`src/rtl/i2c_tgt_pkg.sv`:
```
package i2c_tgt_pkg;

    typedef enum logic [2:0] {
        ST_IDLE,
        ST_RX,
        ST_ACK,
        ST_TX,
        ST_TACK,
        ST_IGNORE
    } tgt_state_e;

    typedef enum logic [1:0] {
        ROLE_ADDR,
        ROLE_SUB,
        ROLE_DATA
    } byte_role_e;

endpackage

```
`src/rtl/i2c_line_sync.sv`:
```
module i2c_line_sync #(
    parameter int STAGES = 2
) (
    input  logic clk,
    input  logic rst_n,
    input  logic scl_i,
    input  logic sda_i,
    output logic scl_o,
    output logic sda_o,
    output logic scl_rise_o,
    output logic scl_fall_o,
    output logic start_o,
    output logic stop_o
);
    logic [1:0] pipe_q [STAGES];
    logic [1:0] last_q;
    logic [1:0] cur;

    always_ff @(posedge clk or negedge rst_n) begin
        if (!rst_n) begin
            pipe_q[0] <= 2'b11;
        end else begin
            pipe_q[0] <= {scl_i, sda_i};
        end
    end

    for (genvar g = 1; g < STAGES; g++) begin : g_stage
        always_ff @(posedge clk or negedge rst_n) begin
            if (!rst_n) begin
                pipe_q[g] <= 2'b11;
            end else begin
                pipe_q[g] <= pipe_q[g-1];
            end
        end
    end

    always_ff @(posedge clk or negedge rst_n) begin
        if (!rst_n) begin
            last_q <= 2'b11;
        end else begin
            last_q <= cur;
        end
    end

    assign cur        = pipe_q[STAGES-1];
    assign scl_o      = cur[1];
    assign sda_o      = cur[0];
    assign scl_rise_o = cur[1] & ~last_q[1];
    assign scl_fall_o = ~cur[1] & last_q[1];
    assign start_o    = cur[1] & last_q[1] & last_q[0] & ~cur[0];
    assign stop_o     = cur[1] & last_q[1] & ~last_q[0] & cur[0];
endmodule

```
`src/rtl/i2c_hostreg_file.sv`:
```
module i2c_hostreg_file #(
    parameter int PTR_W    = 8,
    parameter int DATA_W   = 8,
    parameter int CMD_ADDR = 0,
    parameter int EN_BIT   = 0
) (
    input  logic              clk,
    input  logic              rst_n,
    input  logic              we_i,
    input  logic [PTR_W-1:0]  addr_i,
    input  logic [DATA_W-1:0] wdata_i,
    output logic [DATA_W-1:0] rdata_o,
    output logic              irq_en_o
);
    localparam int DEPTH = 1 << PTR_W;

    logic [DATA_W-1:0] mem_q [DEPTH];

    always_ff @(posedge clk or negedge rst_n) begin
        if (!rst_n) begin
            for (int i = 0; i < DEPTH; i++) begin
                mem_q[i] <= '0;
            end
        end else if (we_i) begin
            mem_q[addr_i] <= wdata_i;
        end
    end

    assign rdata_o  = mem_q[addr_i];
    assign irq_en_o = mem_q[CMD_ADDR][EN_BIT];
endmodule

```
`src/rtl/i2c_tgt_engine.sv`:
```
module i2c_tgt_engine
    import i2c_tgt_pkg::*;
#(
    parameter logic [6:0] DEV_ADDR = 7'h5C,
    parameter int         PTR_W    = 8
) (
    input  logic             clk,
    input  logic             rst_n,
    input  logic             sda_s_i,
    input  logic             scl_rise_i,
    input  logic             scl_fall_i,
    input  logic             start_i,
    input  logic             stop_i,
    input  logic [7:0]       rd_data_i,
    input  logic             irq_en_i,
    output logic             wr_en_o,
    output logic [PTR_W-1:0] ptr_o,
    output logic [7:0]       wr_data_o,
    output logic             sda_oe_o,
    output logic             irq_o
);
    localparam int CNT_W = 4;

    typedef struct packed {
        tgt_state_e       st;
        byte_role_e       role;
        logic             rw;
        logic [CNT_W-1:0] cnt;
        logic [7:0]       sh;
        logic [PTR_W-1:0] ptr;
        logic             oe;
        logic             irq;
        logic             mack;
    } ctx_t;

    ctx_t ctx_d, ctx_q;

    always_comb begin
        ctx_d     = ctx_q;
        ctx_d.irq = 1'b0;
        wr_en_o   = 1'b0;
        if (start_i) begin
            ctx_d.st   = ST_RX;
            ctx_d.role = ROLE_ADDR;
            ctx_d.cnt  = '0;
            ctx_d.oe   = 1'b0;
            ctx_d.mack = 1'b0;
        end else if (stop_i) begin
            ctx_d.st = ST_IDLE;
            ctx_d.oe = 1'b0;
        end else begin
            unique case (ctx_q.st)
                ST_RX: begin
                    if (scl_rise_i && ctx_q.cnt < CNT_W'(8)) begin
                        ctx_d.sh  = {ctx_q.sh[6:0], sda_s_i};
                        ctx_d.cnt = ctx_q.cnt + 1'b1;
                    end else if (scl_fall_i && ctx_q.cnt == CNT_W'(8)) begin
                        unique case (ctx_q.role)
                            ROLE_ADDR: begin
                                if (ctx_q.sh[7:1] == DEV_ADDR) begin
                                    ctx_d.rw = ctx_q.sh[0];
                                    ctx_d.oe = 1'b1;
                                    ctx_d.st = ST_ACK;
                                end else begin
                                    ctx_d.st = ST_IGNORE;
                                end
                            end
                            ROLE_SUB: begin
                                ctx_d.ptr = PTR_W'(ctx_q.sh);
                                ctx_d.oe  = 1'b1;
                                ctx_d.st  = ST_ACK;
                            end
                            default: begin
                                wr_en_o   = 1'b1;
                                ctx_d.ptr = ctx_q.ptr + 1'b1;
                                ctx_d.irq = irq_en_i;
                                ctx_d.oe  = 1'b1;
                                ctx_d.st  = ST_ACK;
                            end
                        endcase
                    end
                end
                ST_ACK: begin
                    if (scl_fall_i) begin
                        ctx_d.cnt = '0;
                        if (ctx_q.rw) begin
                            ctx_d.sh  = rd_data_i;
                            ctx_d.ptr = ctx_q.ptr + 1'b1;
                            ctx_d.oe  = ~rd_data_i[7];
                            ctx_d.st  = ST_TX;
                        end else begin
                            ctx_d.oe   = 1'b0;
                            ctx_d.role = (ctx_q.role == ROLE_ADDR) ? ROLE_SUB : ROLE_DATA;
                            ctx_d.st   = ST_RX;
                        end
                    end
                end
                ST_TX: begin
                    if (scl_fall_i) begin
                        if (ctx_q.cnt == CNT_W'(7)) begin
                            ctx_d.oe = 1'b0;
                            ctx_d.st = ST_TACK;
                        end else begin
                            ctx_d.sh  = {ctx_q.sh[6:0], 1'b0};
                            ctx_d.cnt = ctx_q.cnt + 1'b1;
                            ctx_d.oe  = ~ctx_q.sh[6];
                        end
                    end
                end
                ST_TACK: begin
                    if (scl_rise_i) begin
                        ctx_d.mack = ~sda_s_i;
                    end else if (scl_fall_i) begin
                        if (ctx_q.mack) begin
                            ctx_d.cnt = '0;
                            ctx_d.sh  = rd_data_i;
                            ctx_d.ptr = ctx_q.ptr + 1'b1;
                            ctx_d.oe  = ~rd_data_i[7];
                            ctx_d.st  = ST_TX;
                        end else begin
                            ctx_d.st = ST_IGNORE;
                        end
                    end
                end
                default: ;
            endcase
        end
    end

    always_ff @(posedge clk or negedge rst_n) begin
        if (!rst_n) begin
            ctx_q <= '{st: ST_IDLE, role: ROLE_ADDR, default: '0};
        end else begin
            ctx_q <= ctx_d;
        end
    end

    assign ptr_o     = ctx_q.ptr;
    assign wr_data_o = ctx_q.sh;
    assign sda_oe_o  = ctx_q.oe;
    assign irq_o     = ctx_q.irq;
endmodule

```
`src/rtl/i2c_regfile_target.sv`:
```
module i2c_regfile_target #(
    parameter logic [6:0] DEV_ADDR    = 7'h5C,
    parameter int         PTR_W       = 8,
    parameter int         SYNC_STAGES = 2,
    parameter int         CMD_ADDR    = 0,
    parameter int         IRQ_EN_BIT  = 0
) (
    input  logic clk,
    input  logic rst_n,
    input  logic scl_i,
    input  logic sda_i,
    output logic sda_oe_o,
    output logic irq_o
);
    logic             scl_s, sda_s;
    logic             scl_rise, scl_fall, start_det, stop_det;
    logic             wr_en, irq_en;
    logic [PTR_W-1:0] ptr;
    logic [7:0]       wr_data, rd_data;

    i2c_line_sync #(.STAGES(SYNC_STAGES)) sync_i (
        .clk(clk), .rst_n(rst_n), .scl_i(scl_i), .sda_i(sda_i),
        .scl_o(scl_s), .sda_o(sda_s), .scl_rise_o(scl_rise), .scl_fall_o(scl_fall),
        .start_o(start_det), .stop_o(stop_det)
    );

    i2c_tgt_engine #(.DEV_ADDR(DEV_ADDR), .PTR_W(PTR_W)) eng_i (
        .clk(clk), .rst_n(rst_n), .sda_s_i(sda_s), .scl_rise_i(scl_rise),
        .scl_fall_i(scl_fall), .start_i(start_det), .stop_i(stop_det),
        .rd_data_i(rd_data), .irq_en_i(irq_en), .wr_en_o(wr_en), .ptr_o(ptr),
        .wr_data_o(wr_data), .sda_oe_o(sda_oe_o), .irq_o(irq_o)
    );

    i2c_hostreg_file #(.PTR_W(PTR_W), .DATA_W(8), .CMD_ADDR(CMD_ADDR), .EN_BIT(IRQ_EN_BIT)) regs_i (
        .clk(clk), .rst_n(rst_n), .we_i(wr_en), .addr_i(ptr), .wdata_i(wr_data),
        .rdata_o(rd_data), .irq_en_o(irq_en)
    );
endmodule

```
`config.mk`:
```
export PLATFORM = sky130hd
export DESIGN_NAME = i2c_regfile_target
export DESIGN_NICKNAME = d
export VERILOG_FILES = /design/src/rtl/i2c_tgt_pkg.sv /design/src/rtl/i2c_line_sync.sv /design/src/rtl/i2c_hostreg_file.sv /design/src/rtl/i2c_tgt_engine.sv /design/src/rtl/i2c_regfile_target.sv
export SDC_FILE = /design/constraint.sdc
export NUM_CORES = 2
export LEC_CHECK = 0
export CAP_MARGIN = 20
export CORE_ASPECT_RATIO = 0.5
export CORE_MARGIN = 2
export CORE_UTILIZATION = 50
export DETAILED_ROUTE_END_ITERATION = 16
export PLACE_DENSITY = 0.73
export SYNTH_ARGS = -nofsm -noshare
export SYNTH_HDL_FRONTEND = slang
export SYNTH_HIERARCHICAL = 1
export SYNTH_SLANG_ARGS = --single-unit
```
`constraint.sdc`:
```
create_clock -name clk -period 7.2 [get_ports clk]
set_input_delay 1.08 -clock clk [delete_from_list [all_inputs] [get_ports clk]]
set_output_delay 1.08 -clock clk [all_outputs]
set_load 0.01 [all_outputs]
```
==> flow_metrics.py <==
metrics = {
    "global_routing": {
        "grt_max_degree": 261,
        "grt_first_pass_wirelength_mm": 370.6,
        "antenna_found_initial": 1,
        "first_global_vias": 58667,
        "grt_util_all_layers_pct": 25.16,
        "grt.overflow.total": 0,
    },
    "clocking": {
        "cts.sinks": 2083,
        "cts_tree": "done",
        "clk_pin_slew_ns": 0.07,
        "cts_buffers": 188,
        "cts_resized": 0,
        "clock_latency_ns": 0.85,
        "root_buffer": "clkbuf_16",
        "cts_buffer_depth": 3,
        "htree_levels": 4,
        "postCtsHoldBufs": 0,
        "cts_setup_buffers": 0,
    },
    "power": {
        "p_total_mw": 27.90,
        "p_leak_nw": 48.45,
        "powerDensity_nw_per_um2": 268.5,
        "ir_worst_vdd_mv": 0.3652,
    },
    "route": {
        "wirelength_mm": 240.7,
        "vias_per_cell": 6.353,
        "drc": 0,
        "drt_pass1_iterations": 8,
        "ant_nets": 0,
        "drt_iter0_markers": 5074,
        "wl_per_cell_um": 27.98,
        "vias": 54657,
    },
    "timing": {
        "period_share_pct": 66.24,
        "rsz0062_at_grt": "false",
        "final_max_slew_viol_count": 0,
        "skew_ns": 0.02859,
        "fmax_ghz": 0.2097,
        "relSlewSlack_pct": 12.27,
        "finalSetupViolations": 0,
        "post-route-min-period_ns": 4.769,
        "worst_slew_pin_slew_ns": 1.299,
        "final_hold_viol_count": 0,
        "tns_ns": 0,
    },
    "synthesis": {
        "synth_simple_gate_area_share_pct": 2.565,
        "yosys-top-cells-area": "dfrtp_1 55%, mux2_2 24%, mux4_2 12%, a22oi_1 2.0%, clkbuf_1 1.3%",
        "synthAdderAreaFrac_pct": 0.03953,
        "synth_top_family_by_area": "multiplexers",
        "yosysSeqAreaShare_pct": 54.90,
        "yosysMostFrequentCell": "dfrtp_1",
        "synth_compound_area_share_pct": 3.600,
        "ys_seq_elements": 2083,
        "avgSynthCellArea_sq_um": 15.62,
        "synth_top_area_share_pct": 54.73,
        "syn-cell-area_sq_um": 94960,
        "ys_types": 78,
        "synthTopCellsByCount": "2077 x dfrtp_1, 2054 x mux2_2, 512 x mux4_2",
        "ys_async_sr_fraction_pct": 100.0,
        "synth_nets": 6088,
        "yosysTopAreaCell": "dfrtp_1",
        "synth-main-ff-cell": "dfrtp_1",
        "muxShareOfSynthArea_pct": 36.57,
        "synthXorXnorAreaFrac_pct": 0.01845,
        "synth_edf_count": 0,
        "synthCells": 6081,
        "synth_warnings": 6,
    },
    "cells_and_area": {
        "area_growth_pct": 9.424,
        "insertedDiodeCount": 0,
        "final_area_sq_um": 103900,
        "drive_gt1_share_pct": 52.79,
        "nets": 5922,
    },
    "place": {
        "dpl-instance-area_sq_um": 97440,
        "gp_congestion": 0.8416,
        "dp_hpwl_mm": 146.8,
        "port_buffers": 5,
    },
    "floorplan": {
        "die_x_um": 620.3,
        "core_sq_um": 189300,
        "rows": 113,
        "fp.dieH_um": 312.2,
        "die_area_sq_um": 193600,
        "ios": 6,
        "start_util_pct": 50.16,
    },
    "setup_path": {
        "cp_common_cell": "nand2_1",
        "worstPathArrival_ns": 5.49,
        "critPathKind": "flop to flop",
        "critical_path.cell_chain": "buf_12 > buf_4 > mux4_2 > a22oi_1 > a21oi_1 > o41ai_2 > nand4_1 > nand2_1 > nand2_1 > mux2_2",
        "cpMaxStageDelayCell": "dfrtp_4",
        "worstPathRequired_ns": 7.92,
        "crit_path_start_kind": "flop",
        "critPathMaxStageDelay_ns": 1.02,
        "crit_fanout": 43,
        "cp-end-kind": "flop",
    },
    "job": {
        "cap_violations": 0,
    },
    "status": {
        "status": "finished clean",
    },
    "min_path": {
        "worst_hold_path_type": "input pin to async pin",
    },
}
where the power goes:
| part | internal (mW) | total, mW | switching [mW] |
|---|---|---|---|
| registers | 11.8 | 12.3 | 0.539 |
| clock network | 5.88 | 10.4 | 4.47 |
| logic | 1.41 | 5.24 | 3.83 |
layer usage:
metal	vias up	track usage (%)	part of all wire (%)	wire (um)
li1	22519	-	-	-
met1	29864	35.98	43	103600
met4	2	8.391	3.2	7762
met5	-	0	0.0046	11
met2	1806	38.80	47	112200
met3	466	5.109	7.1	17170
stage by stage:
step / hold slack (ns) / utilization [%] / setup slack, ns / std cells
floorplan: 0.3452 / - / 3.857 / 6081
global placement: 0.3747 / 51.44 / 2.162 / 8242
detailed placement: 0.3592 / 51.47 / 2.505 / 8249
CTS: 0.2484 / 54.82 / 2.469 / 8597
global route: 0.2964 / 54.89 / 2.173 / 8603
finish: 0.2627 / 54.89 / 2.431 / 8603
worst max-delay path: cells and delay by family, from the launching register on:
family / cells / cell delay (ns)
flops: 1 / 1.02
compound gates: 3 / 1.52
simple gates: 3 / 0.37
buf+inv: 2 / 0.86
mux: 2 / 0.82
cells in the final DEF (no fill, tap or decap), drive strengths merged, types with 32 or more instances in the layout:
| master | synthesis | layout |
|---|---|---|
| dfrtp | 2077 | 2077 |
| a22oi | 258 | 258 |
| buf | 155 | 123 |
| clkbuf | 328 | 281 |
| o41ai | 32 | 32 |
| nor2 | 201 | 201 |
| clkinv | 0 | 41 |
| mux4 | 512 | 512 |
| mux2 | 2057 | 2057 |
| nand2 | 140 | 140 |
| a21oi | 145 | 145 |
state kept, by name, indices dropped and copies added, names as in the netlist:
register	count
eng_i/ptr_o	8
sync_i/pipe_q	2
regs_i/irq_en_o	1
eng_i/wr_data_o	8
regs_i/mem_q	2047
eng_i/sda_oe_o	1
sync_i/last_q	2
eng_i/irq_o	1
sync_i/cur	2
eng_i/ctx_q	11
cells by family (layout without fill, tap and decap cells):
kind of cell	count (synthesis)	after routing
flops	2083	2083
mux	2572	2572
compound gates	485	485
xor+xnor	2	2
buf+inv	491	483
simple gates	445	445
fa+ha+maj	3	3
path summary, 6_finish.rpt:
path,from,endpoint,slack [ns],cells past startpoint
worst max-delay path,eng_i/ptr_o[0],eng_i/wr_data_o[1],2.43,10
worst min-delay path,rst_n,regs_i/mem_q[1762],0.26,1
worst max register to register,eng_i/ptr_o[0],eng_i/wr_data_o[1],2.43,10
worst min register to register,sync_i/pipe_q[2],sync_i/cur[0],0.38,0
max in group asynchronous,rst_n,regs_i/mem_q[178],5.12,3
min in group clk,sync_i/pipe_q[2],sync_i/cur[0],0.38,0
layout make-up:
cell class | instances | area, sq um
Fill cell | 14441 | 85410
Sequential cell | 2083 | 52170
Multi-Input combinational cell | 3507 | 40720
Clock buffer | 281 | 5593
Tap cell | 2530 | 3166
Timing Repair Buffer | 127 | 1481
Clock inverter | 67 | 743.2
Inverter | 8 | 30.03
No activity file was read; power rests on OpenSTA's default activity.
